`config.mk`:
```
export PLATFORM = sky130hd
export DESIGN_NAME = sw_inport_ctrl
export DESIGN_NICKNAME = d
export VERILOG_FILES = /design/src/rtl/sw_inport_pkg.sv /design/src/rtl/inport_cell_fifo.sv /design/src/rtl/inport_req_decode.sv /design/src/rtl/inport_sat_counter.sv /design/src/rtl/sw_inport_ctrl.sv
export SDC_FILE = /design/constraint.sdc
export NUM_CORES = 1
export LEC_CHECK = 0
export BUFFER_PORTS_ARGS = -buffer_cell sky130_fd_sc_hd__buf_2
export CAP_MARGIN = 20
export CORE_MARGIN = 10
export CORE_UTILIZATION = 40
export CTS_BUF_LIST = sky130_fd_sc_hd__clkbuf_16
export DETAILED_ROUTE_END_ITERATION = 8
export GPL_ROUTABILITY_DRIVEN = 0
export SLEW_MARGIN = 10
export SYNTH_ARGS = -nofsm -noshare
export SYNTH_HDL_FRONTEND = slang
export SYNTH_SLANG_ARGS = --single-unit
export TNS_END_PERCENT = 30
```
`constraint.sdc`:
```
create_clock -name clk -period 3.7 [get_ports clk]
set_input_delay 0.185 -clock clk [delete_from_list [all_inputs] [get_ports clk]]
set_output_delay 0.185 -clock clk [all_outputs]
set_load 0.005 [all_outputs]
```
`src/rtl/sw_inport_pkg.sv`:
```
package sw_inport_pkg;
  // Width of an index into n items, never below one bit.
  function automatic int idx_w(input int n);
    return (n > 1) ? $clog2(n) : 1;
  endfunction
endpackage

```
`src/rtl/inport_cell_fifo.sv`:
```
module inport_cell_fifo
  import sw_inport_pkg::*;
#(
  parameter int ENT_W = 18,
  parameter int DEPTH = 8
) (
  input  logic             clk,
  input  logic             rst_n,
  input  logic             push,
  input  logic [ENT_W-1:0] wdata,
  input  logic             pop,
  output logic [ENT_W-1:0] rdata,
  output logic             empty,
  output logic             full
);
  localparam int AW = idx_w(DEPTH);
  localparam int CW = $clog2(DEPTH + 1);
  localparam logic [AW-1:0] LAST = AW'(DEPTH - 1);
  localparam logic [CW-1:0] CAP  = CW'(DEPTH);

  logic [ENT_W-1:0] mem [DEPTH];
  logic [AW-1:0]    wr_ptr, rd_ptr;
  logic [CW-1:0]    fill;

  wire do_push = push && (fill != CAP);
  wire do_pop  = pop  && (fill != '0);

  always_ff @(posedge clk) begin
    if (do_push) mem[wr_ptr] <= wdata;
  end

  always_ff @(posedge clk or negedge rst_n) begin
    if (!rst_n) begin
      wr_ptr <= '0;
      rd_ptr <= '0;
      fill   <= '0;
    end else begin
      if (do_push) wr_ptr <= (wr_ptr == LAST) ? '0 : wr_ptr + 1'b1;
      if (do_pop)  rd_ptr <= (rd_ptr == LAST) ? '0 : rd_ptr + 1'b1;
      case ({do_push, do_pop})
        2'b10:   fill <= fill + 1'b1;
        2'b01:   fill <= fill - 1'b1;
        default: fill <= fill;
      endcase
    end
  end

  assign rdata = mem[rd_ptr];
  assign empty = (fill == '0);
  assign full  = (fill == CAP);
endmodule

```
`src/rtl/inport_req_decode.sv`:
```
module inport_req_decode #(
  parameter int N_PORTS = 4,
  parameter int DEST_W  = 2
) (
  input  logic              head_ok,
  input  logic [DEST_W-1:0] head_dest,
  output logic [N_PORTS-1:0] req_vec
);
  for (genvar p = 0; p < N_PORTS; p++) begin : g_req
    assign req_vec[p] = head_ok && (head_dest == DEST_W'(p));
  end
endmodule

```
`src/rtl/inport_sat_counter.sv`:
```
module inport_sat_counter #(
  parameter int W = 8
) (
  input  logic         clk,
  input  logic         rst_n,
  input  logic         bump,
  output logic [W-1:0] value
);
  always_ff @(posedge clk or negedge rst_n) begin
    if (!rst_n)                     value <= '0;
    else if (bump && value != '1)   value <= value + 1'b1;
  end
endmodule

```
`src/rtl/sw_inport_ctrl.sv`:
```
module sw_inport_ctrl
  import sw_inport_pkg::*;
#(
  parameter int N_PORTS = 4,
  parameter int DEPTH   = 8,
  parameter int CELL_W  = 16,
  parameter int N_LINKS = 2,
  parameter int DROP_W  = 8,
  localparam int DEST_W = idx_w(N_PORTS),
  localparam int LINK_W = idx_w(N_LINKS)
) (
  input  logic               clk,
  input  logic               rst_n,
  input  logic               in_valid,
  output logic               in_ready,
  input  logic [CELL_W-1:0]  in_cell,
  input  logic [DEST_W-1:0]  in_dest,
  output logic [N_PORTS-1:0] req_vec,
  input  logic               ack,
  input  logic [LINK_W-1:0]  ack_link,
  output logic               out_valid,
  output logic [CELL_W-1:0]  out_cell,
  output logic [DEST_W-1:0]  out_dest,
  output logic [LINK_W-1:0]  out_link,
  output logic [DROP_W-1:0]  drop_count
);
  localparam int ENT_W = DEST_W + CELL_W;

  logic              q_empty, q_full;
  logic [ENT_W-1:0]  head;
  logic [DEST_W-1:0] head_dest;
  logic [CELL_W-1:0] head_cell;

  wire take    = in_valid && !q_full;
  wire refuse  = in_valid && q_full;
  wire release_head = ack && !q_empty;

  assign {head_dest, head_cell} = head;
  assign in_ready = !q_full;

  inport_cell_fifo #(.ENT_W(ENT_W), .DEPTH(DEPTH)) u_store (
    .clk   (clk),
    .rst_n (rst_n),
    .push  (take),
    .wdata ({in_dest, in_cell}),
    .pop   (release_head),
    .rdata (head),
    .empty (q_empty),
    .full  (q_full)
  );

  inport_req_decode #(.N_PORTS(N_PORTS), .DEST_W(DEST_W)) u_req (
    .head_ok   (!q_empty),
    .head_dest (head_dest),
    .req_vec   (req_vec)
  );

  inport_sat_counter #(.W(DROP_W)) u_drops (
    .clk   (clk),
    .rst_n (rst_n),
    .bump  (refuse),
    .value (drop_count)
  );

  always_ff @(posedge clk or negedge rst_n) begin
    if (!rst_n) begin
      out_valid <= 1'b0;
      out_cell  <= '0;
      out_dest  <= '0;
      out_link  <= '0;
    end else begin
      out_valid <= release_head;
      if (release_head) begin
        out_cell <= head_cell;
        out_dest <= head_dest;
        out_link <= ack_link;
      end
    end
  end
endmodule

```
==> Word level (Yosys, flattened, before mapping) <==
Memories as Yosys holds them, arrays and structs flattened.
Index checks and enable logic that the tools add are counted.
{ "word_totals": {"regBits": 38, "latch_bits": 0, "ram_bits": 144, "rom_bits": 0, "input_bits": 23, "output_inout_bits": 33, "wordCells": 45, "mem_count": 1} }
{ "mem_list": {"columns": ["memory", "words", "word_bits", "rd", "rd_clocked_by_memory_dff", "write_ports", "line", "source"], "rows": [
  ["u_store.mem", 8, 18, 1, 0, 1, "inport_cell_fifo.sv:21", "logic [ENT_W-1:0] mem [DEPTH];"]
]} }
{ "classes": {"n_addsub": 5, "multipliers": 0, "n_div": 0, "magnitude_cmp": 0, "n_eq_ne": 10, "n_shift": 0, "muxes": 5, "bitwise": 0, "n_reduce_logical": 16} }
{ "ops": {"columns": ["operator", "count"], "rows": [
  ["$logic_and 1x1->1", 10],
  ["$add 8x1->8 const B", 1],
  ["$ne 8x8->1 const B", 1],
  ["$pmux 4 s2", 1],
  ["$add 3x1->3 const B", 2],
  ["$eq 2x2->1 const B", 3],
  ["$eq 3x3->1 const B", 2],
  ["$mux 3", 2],
  ["$add 4x1->4 const B", 1],
  ["$eq 2x1->1 const B", 2],
  ["$eq 4x4->1 const B", 1],
  ["$logic_not 4->1", 1],
  ["$ne 4x4->1 const B", 1],
  ["$reduce_bool 4->1", 1],
  ["$sub 4x1->4 const B", 1],
  ["$logic_not 1->1", 2],
  ["$logic_not 2->1", 1],
  ["$mux 1", 2],
  ["$reduce_bool 2->1", 1]
]} }

==> Depth between registers and ports, before layout <==
Gate-level depths: netlist of the first run.
{ "depth": {"word_depth": 6, "ltp_mapped": 12, "depth_no_buf": 10} }

==> Cells and area by module <==
Synthesis of the first run repeated with hierarchy kept, for this count alone.
{ "unflattened": {"cells_unflattened": 359, "area_unflattened_um2": 7531.0} }
{ "by_module_without_submodules": {"columns": ["mod", "n_inst", "cells_each", "area_per_inst_um2", "seq_area_each_um2"], "rows": [
  ["inport_cell_fifo", 1, 275, 6243.5, 4574.4],
  ["sw_inport_ctrl", 1, 46, 842.1, 500.5],
  ["inport_sat_counter", 1, 34, 407.9, 200.2],
  ["inport_req_decode", 1, 4, 37.5, 0.0]
]} }

==> Worst setup path before layout of the first run <==
No wires, ideal clock.
{ "synth_timing": {"path_type": "reg-to-reg", "from": "register u_store.fill[3]", "to": "memory u_store.mem[0][0], enable pin", "setup_time_ns": 0.416, "t_arrival_ns": 2.361, "t_required_ns": 3.284, "path_slack_ns": 0.923, "stages_incl_launch_ff": 6, "synth_period_minus_slack_ns": 2.777, "path_cell_list": "dfrtp_1 > nor4b_4 > inv_1 > nand2_1 > or2_2 > nor3_1"} }
{ "synth_between": {"elab_chain_cells": 6} }
{ "synth_rtl": {"columns": ["element", "line", "source"], "rows": [
  ["start, declared", "inport_cell_fifo.sv:23", "logic [CW-1:0] fill;"],
  ["start signal, assigned", "inport_cell_fifo.sv:41", "2'b10: fill <= fill + 1'b1;"],
  ["start signal, assigned", "inport_cell_fifo.sv:42", "2'b01: fill <= fill - 1'b1;"],
  ["start signal, assigned", "inport_cell_fifo.sv:43", "default: fill <= fill;"],
  ["$eq 4x4->1", "inport_cell_fifo.sv:50", "assign full = (fill == CAP);"],
  ["$logic_not 1->1", null, null],
  ["via in_ready", "sw_inport_ctrl.sv:15", "output logic in_ready,"],
  ["$logic_and 1x1->1", "sw_inport_ctrl.sv:34", "wire take = in_valid && !q_full;"],
  ["$logic_and 1x1->1", "inport_cell_fifo.sv:25", "wire do_push = push && (fill != CAP);"],
  ["$mux 1", "inport_cell_fifo.sv:29", "if (do_push) mem[wr_ptr] <= wdata;"],
  ["$mux 1 (not written as such)", "inport_cell_fifo.sv:29", null],
  ["end, declared", "inport_cell_fifo.sv:21", null]
]} }
The timed path passes the listed nets, and every way through them passes these cells.

==> Worst setup path after layout of the first run <==
{ "layout_timing": {"from": "register u_store.fill[1]", "to": "register u_store.fill[2]"} }
{ "layout_between": {"elab_chain_cells": 6} }
{ "layout_rtl": {"columns": ["element", "line", "source"], "rows": [
  ["$logic_not 4->1 (*)", "inport_cell_fifo.sv:49", "assign empty = (fill == '0);"],
  ["$logic_not 1->1 (*)", "sw_inport_ctrl.sv:36", "wire release_head = ack && !q_empty;"],
  ["$logic_and 1x1->1 (*)", "sw_inport_ctrl.sv:36", null],
  ["via release_head", "sw_inport_ctrl.sv:36", null],
  ["$logic_and 1x1->1 (*)", "inport_cell_fifo.sv:26", "wire do_pop = pop && (fill != '0);"],
  ["$eq 2x1->1 / $eq 2x2->1 (equally long branches)", "inport_cell_fifo.sv:40", "case ({do_push, do_pop})"],
  ["$pmux 4 s2 / $reduce_bool 2->1 (equally long branches)", null, null]
]} }
Mark *: on every way through the listed nets, which the timed path passes. The rest lies on a longest branch.
A chain may end at the register's enable or synchronous reset.

==> run_results.csv, run 1 <==
group,metric,value,unit
outcome,status,"finished clean",
routing,dr.pass1.iters,4,
synthesis,syn-mean-instance-area,19.34,um^2
timing,fmaxAchievable,348.0,MHz
timing,rsz0062_at_grt,"false",
synthesis,ys_ff_latch,182,
global_routing,grt_util_all_layers,12.07,%
clock_network,cts_tree,"done",
timing,final_max_slew_viol_count,0,
synthesis,synth_area_leader_cell,"edfxtp_1",
synthesis,synth_mux_area_share,15.08,%
global_routing,antenna_found_initial,1,
setup_path,crit_family,"simple AND/OR/NAND/NOR gates",
global_routing,grt_pass1_vias,3680,
routing,routed-via-count,3447,
synthesis,async_flop_share,20.88,%
synthesis,synthCells,370,
timing,worstMarginPinSlew,0.9584,ns
power_and_ir_drop,vdd_drop_max,0.4251,mV
setup_path,critPathArrivalTime,3.17,ns
clock_network,clockBufferDepth,2,
synthesis,ys_types,37,
synthesis,synth-compound-area-share,1.976,%
routing,routedWlPerCell,20.23,um
routing,remaining_drc_errors,0,
setup_path,cp-end-kind,"flip-flop",
timing,min_period,2.874,ns
min_path,hold_depth,1,
layout,drive_gt1_share,32.10,%
floorplan,die_h,153.7,um
timing,holdWs,0.02999,ns
floorplan,core,17420,um^2
routing,drtAntennaViolNets,0,
clock_network,h-tree-depth,4,
setup_path,required,4.00,ns
global_routing,grt_start_max_net_pins,43,
timing,hold_violations,0,
setup_path,slowest_stage,"or4_4",
setup_path,crit_path_max_incr_delay,0.59,ns
routing,drt_iter0_drc,238,
min_path,hold_class,"primary input to flip-flop",
setup_path,worstPathMaxFanout,42,
layout,regArea,5276,um^2
power_and_ir_drop,cellLeakagePower,0.003070,uW
synthesis,synth-adder-area-share,1.399,%
timing,setup_viol_count_final,0,
synthesis,synth_ff_type,"edfxtp_1",
setup_path,crit_start,"u_store.fill[1]$_DFFE_PN0P_",
synthesis,synthXorXnorAreaFrac,1.469,%
floorplan,die-area,23640,um^2
power_and_ir_drop,power_density,772.4,nW/um^2
clock_network,cts-root-buf,"clkbuf_16",
setup_path,critPathKind,"flip-flop to flip-flop",
setup_path,r2r-end,"u_store.fill[2]$_DFFE_PN0P_",
global_routing,grt_pass1_wl,21.89,mm
placed_design,dp_hpwl,8.562,mm
floorplan,dieWidth,153.7,um
setup_path,cp_cell_sequence,"or4_4 > nand2_4 > inv_1 > ha_1 > xor2_1 > ha_1 > a21oi_1 > xor2_1 > nor2_1 > xor2_1",
setup_path,reg2reg_depth,10,
synthesis,ys_seq_area_share,73.73,%
synthesis,synth_edf_count,144,
clock_network,insertion_delay,0.42,ns
timing,tns,0,ns
layout,nets,476,
placed_design,port_buffers,55,
clock_network,clock_sinks,182,
synthesis,synth.area.top_cells,"edfxtp_1 60%, dfrtp_1 13%, mux4_2 11%",
timing,slew_headroom,36.11,%
synthesis,synth.cell_area,7154,um^2
layout,syn_to_final_growth,16.60,%
synthesis,yosys_warnings,0,
synthesis,syn_nets,401,
routing,vias_per_cell,5.039,
layout,multi_input_area,1753,um^2
layout,postLayoutCellArea,8342,um^2
layout,final.fill_count,1454,
global_routing,grt.overflow.total,0,
setup_path,rrSetupSlack,0.83,ns
setup_path,cp-start-kind,"flip-flop",
floorplan,start_util,41.08,%
min_path,holdPathEnd,"u_store.mem[5][7]$_DFFE_PP_",
synthesis,synthSimpleGateAreaFrac,4.442,%
setup_path,rr_startpoint,"u_store.fill[1]$_DFFE_PN0P_",
synthesis,synth_top_area_share,60.44,%
clock_network,path_clk_slew,0.07,ns
job,drv_cap,0,
routing,routed_wl,13.84,mm
clock_network,cts_buffers,17,
setup_path,critical_path_buf_inv_count,1,
floorplan,fp-row-count,48,
floorplan,ios,56,
timing,fin_crit_sh,77.66,%
placed_design,place_area,7702,um^2
min_path,hp-start,"in_cell[7]",
synthesis,synth_top_family_by_area,"multiplexers",
setup_path,crit_top_cell,"xor2_1",
timing,finClkSkew,0.009631,ns
==> Yosys cell counts, drive strengths merged, types with 4 or more instances <==
cell    count
dfrtp      38
o21ai      21
nor3        6
mux2i      18
edfxtp    144
clkbuf      4
mux2        6
xor2        9
nand3       5
nand2      27
nor2       12
buf        12
mux4       36
ha          8
nand2b      5
==> sequential cells by signal (all words and copies together), names as in the netlist <==
signal / count
u_store.mem: 144
out_cell: 16
out_dest: 2
u_store.fill: 4
u_store.wr_ptr: 3
out_valid: 1
u_store.rd_ptr: 3
u_drops.value: 8
out_link: 1
==> worst max-delay path by stage <==
stage | endpoint | slack (ns) | cells past startpoint
after floorplan | u_store.mem[0][0]$_DFFE_PP_ | 0.92 | 5
after global placement | u_store.fill[2]$_DFFE_PN0P_ | 0.87 | 10
after detailed placement | u_store.fill[2]$_DFFE_PN0P_ | 0.81 | 10
after CTS | u_store.fill[2]$_DFFE_PN0P_ | 0.79 | 10
after global routing | u_store.fill[2]$_DFFE_PN0P_ | 0.62 | 10
final | u_store.fill[2]$_DFFE_PN0P_ | 0.83 | 10
==> metrics by stage <==
stage               std cells  utilization (%)  worst slack [ns]  total power [uW]
finish                    684            47.90            0.8264              6443
global route              683            47.88            0.6177              6828
CTS                       682            47.82            0.7943              6555
detailed placement        648            44.22            0.8139              4699
global placement          648            44.22            0.8685              4634
floorplan                 370                -            0.9228              4131
==> where the power goes <==
part / switching [uW] / internal (uW) / total [uW]
sequential: 323 / 2630 / 2950
clock: 768 / 1070 / 1840
combinational: 793 / 863 / 1660
total: 1880 / 4560 / 6440
==> layout make-up <==
class,count,area share (%)
repair buffers,72,4.935
inverters,3,0.1350
clock inverters,15,2.160
well taps,225,3.375
clock buffers,17,5.100
diodes,1,0.03000
flip-flops and latches,182,63.25
multi-input cells,169,21.01
==> per-layer routing <==
metal	up-vias	share of wire (%)	GRT usage, %	wire, um
met5	-	0	0	0
met2	73	47	18.38	6565
li1	1604	-	-	-
met3	11	4.9	4.240	674
met1	1759	47	16.00	6479
met4	0	0.84	3.419	116
==> layout by cell type, fill, tap and decap left out, types with 4 or more instances in the layout <==
| cell | count |
|---|---|
| edfxtp_1 | 144 |
| buf_2 | 55 |
| dfrtp_1 | 37 |
| mux4_2 | 34 |
| nand2_1 | 26 |
| o21ai_0 | 21 |
| mux2i_1 | 17 |
| clkbuf_16 | 17 |
| buf_4 | 14 |
| nor2_1 | 12 |
| xor2_1 | 9 |
| ha_1 | 8 |
| inv_1 | 6 |
| nand3_1 | 5 |
| nand2b_1 | 5 |
| mux2_2 | 5 |
| nor3_1 | 4 |
==> logic make-up after synthesis <==
family	after synthesis
simple gates	63
fa+ha+maj	8
xor+xnor	12
compound gates	26
flops	182
buf+inv	19
mux	60
==> timing repair <==
item / in CTS / in global routing
buffers inserted: 0 / 0
hold buffers: 2 / 0
gates resized for setup: 0 / 0
hold endpoints to repair: 39 / 0
Note: power is estimated with default switching activity, not from simulation.
==> run 2: changes to the inputs <==
ABC_AREA = 1   (was not set)
clock period = 2.4 ns   (was 3.7 ns; I/O delays follow)
==> run_results.csv, run 2 <==
group,metric,value,unit
setup_path,critical_path_buf_inv_count,2,
timing,fmaxAchievable,468.9,MHz
routing,routedWlPerCell,17.09,um
synthesis,async_flop_share,20.88,%
power_and_ir_drop,cellLeakagePower,0.003466,uW
clock_network,clock_sinks,182,
synthesis,synth.cell_area,7428,um^2
power_and_ir_drop,sw_frac_of_total,36.47,%
setup_path,required,2.28,ns
routing,dr.pass1.iters,5,
layout,regMostFlops,"u_store.mem",
timing,fin_ws,0.2673,ns
synthesis,syn-mean-instance-area,11.19,um^2
timing,worstMarginPinSlew,0.6399,ns
floorplan,core,18090,um^2
timing,setup_viol_count_final,0,
global_routing,antenna_found_initial,0,
setup_path,slowest_stage,"dfrtp_2",
floorplan,dieWidth,156.3,um
power_and_ir_drop,vdd_drop_max,0.6116,mV
placed_design,port_buffers,55,
global_routing,grt_pass1_vias,4966,
routing,routed_wl,16.88,mm
routing,routed-via-count,5024,
power_and_ir_drop,finalPower,10270,uW
routing,remaining_drc_errors,0,
synthesis,synth_top_area_share,58.21,%
layout,drive_gt1_share,14.10,%
routing,drt_iter0_drc,433,
synthesis,ys_ff_latch,182,
min_path,hold_class,"primary input to flip-flop",
setup_path,critPathKind,"flip-flop to output pin",
synthesis,ys_top_cells_by_count,"162 x nor2_1, 144 x edfxtp_1, 105 x nand2_1",
layout,mostFrequentLayoutCells,"162 x nor2_1, 144 x edfxtp_1, 105 x nand2_1",
timing,rsz0062_at_grt,"false",
setup_path,cp-end-kind,"output pin",
timing,tns,0,ns
synthesis,synth_ff_type,"edfxtp_1",
layout,syn_to_final_growth,17.42,%
job,drv_cap,0,
clock_network,insertion_delay,0.43,ns
setup_path,crit_family,"simple AND/OR/NAND/NOR gates",
setup_path,worstPathMaxFanout,26,
clock_network,path_clk_slew,0.07,ns
synthesis,syn_nets,695,
timing,min_period,2.133,ns
clock_network,cts-root-buf,"clkbuf_16",
clock_network,cts_buffers,17,
setup_path,cp_cell_sequence,"buf_4 > nor2_1 > nor2_1 > nand2_1 > nand3_1 > nand3_1 > nor2_1 > buf_2",
global_routing,grt.overflow.total,0,
synthesis,synth_area_leader_cell,"edfxtp_1",
floorplan,fp-row-count,49,
clock_network,h-tree-depth,4,
setup_path,crit_path_max_incr_delay,0.47,ns
setup_path,cp-start-kind,"flip-flop",
timing,fin_crit_sh,88.86,%
synthesis,yosysMostFrequentCell,"nor2_1",
clock_network,cts_tree,"done",
synthesis,ys_seq_area_share,71.01,%
outcome,status,"finished clean",
synthesis,synthCells,664,
synthesis,synth_edf_count,144,
global_routing,grt_start_max_net_pins,66,
power_and_ir_drop,p_seq_share,42.1,%
floorplan,die-area,24420,um^2
layout,reg.largest.list,"u_store.mem (144), out_cell (16), u_drops.value (8)",
timing,holdWs,0.1756,ns
timing,hold_violations,0,
routing,vias_per_cell,5.085,
global_routing,grt_pass1_wl,26.78,mm
layout,nets,777,
power_and_ir_drop,power_density,1178,nW/um^2
layout,final_cells,988,
clock_network,postCtsSetupBuffers,0,
power_and_ir_drop,power_frac_clock,25.1,%
floorplan,die_h,156.3,um
placed_design,dp.cells,936,
power_and_ir_drop,p_int,6525,uW
layout,diodes,0,
timing,final_max_slew_viol_count,0,
clock_network,clockBufferDepth,2,
layout,largest_register_ffs,144,
layout,final_common_cell,"nor2_1",
placed_design,dp_hpwl,9.956,mm
timing,slew_headroom,57.05,%
setup_path,crit_top_cell,"nor2_1",
global_routing,grt_util_all_layers,14.18,%
setup_path,rrSetupSlack,0.35,ns
synthesis,yosys_warnings,0,
placed_design,place_ws,0.3429,ns
setup_path,critPathArrivalTime,2.01,ns
power_and_ir_drop,p_sw,3747,uW
power_and_ir_drop,pwr-share-comb,32.8,%
floorplan,start_util,41.07,%
floorplan,ios,56,
synthesis,ys_types,20,
routing,drtAntennaViolNets,0,
synthesis,synth.area.top_cells,"edfxtp_1 58%, dfrtp_1 13%, nor2_1 8.2%",
timing,finClkSkew,0.007516,ns
[run 2: cell count changes after synthesis, moves of 6 or more]
cell / change
clkbuf_1: +11
nor3_1: -6
xor2_1: -8
nand3_1: +56
o21ai_1: +6
nor2_1: +150
buf_2: +7
inv_1: +18
mux4_2: -34
nand2_1: +79
mux2i_1: -17
o21ai_0: +51
[run 2: repair_timing]
item	CTS	global route
hold endpoints to repair	165	0
hold buffers	20	0
resized for setup	0	0
[run 2: power groups by stage]
stage               clock [uW]  sequential, uW  combinational [uW]
floorplan                    0            4350                2240
global placement             0            4350                3280
detailed placement           0            4390                3370
CTS                       2650            4320                3410
global route              2800            4380                3840
finish                    2580            4320                3370
[run 2: worst paths after layout]
check,from,depth (start not counted),end
max,u_store.rd_ptr[0]$_DFFE_PN0P_,8,req_vec[2]
min,in_valid,4,u_store.wr_ptr[2]$_DFFE_PN0P_
max reg2reg,u_store.fill[0]$_DFFE_PN0P_,11,u_store.fill[2]$_DFFE_PN0P_
min reg2reg,out_cell[1]$_DFFE_PN0P_,2,out_cell[1]$_DFFE_PN0P_
max in group asynchronous,rst_n,3,out_cell[13]$_DFFE_PN0P_
min in group asynchronous,rst_n,2,out_cell[3]$_DFFE_PN0P_
[run 2: final cells by class]
class,instances,area (um^2)
fill,1604,9364
sequential,182,5276
multi-input combinational,428,1906
timing repair buffer,94,618.1
clock buffer,17,425.4
tap,229,286.5
clock inverter,15,123.9
inverter,23,86.33
[run 2: kinds of logic (layout without fill, tap and decap cells)]
group                      count (synthesis)  in the layout  share of synthesized area, %
and+or+nand+nor                          330            330                         17.77
DFF                                      182            182                         71.01
AOI/OAI and AO/OA                         81             81                         5.474
buffers and inverters                     54            149                         3.335
xor gates and xnor gates                   9              9                         1.061
adders and majority gates                  8              8                         1.348
[run 2: tightest hold or removal path, cell delays in order]
cell,delay [ns]
buf_2,0.10
nand2_1,0.13
inv_1,0.13
o21ai_0,0.08
[run 2: stage by stage]
stage               instance area (um^2)  utilization [%]
finish                              8722            48.23
global route                        8722            48.23
CTS                                 8722            48.23
detailed placement                  7973            44.08
global placement                    7973            44.08
floorplan                           7428                -
[run 2: layer usage]
layer / GRT usage (%) / vias up / wire length, um
met5: 0 / - / 0
met4: 3.596 / 0 / 152
met3: 3.564 / 16 / 792
met2: 23.29 / 126 / 8068
met1: 18.40 / 2455 / 7869
li1: - / 2427 / -
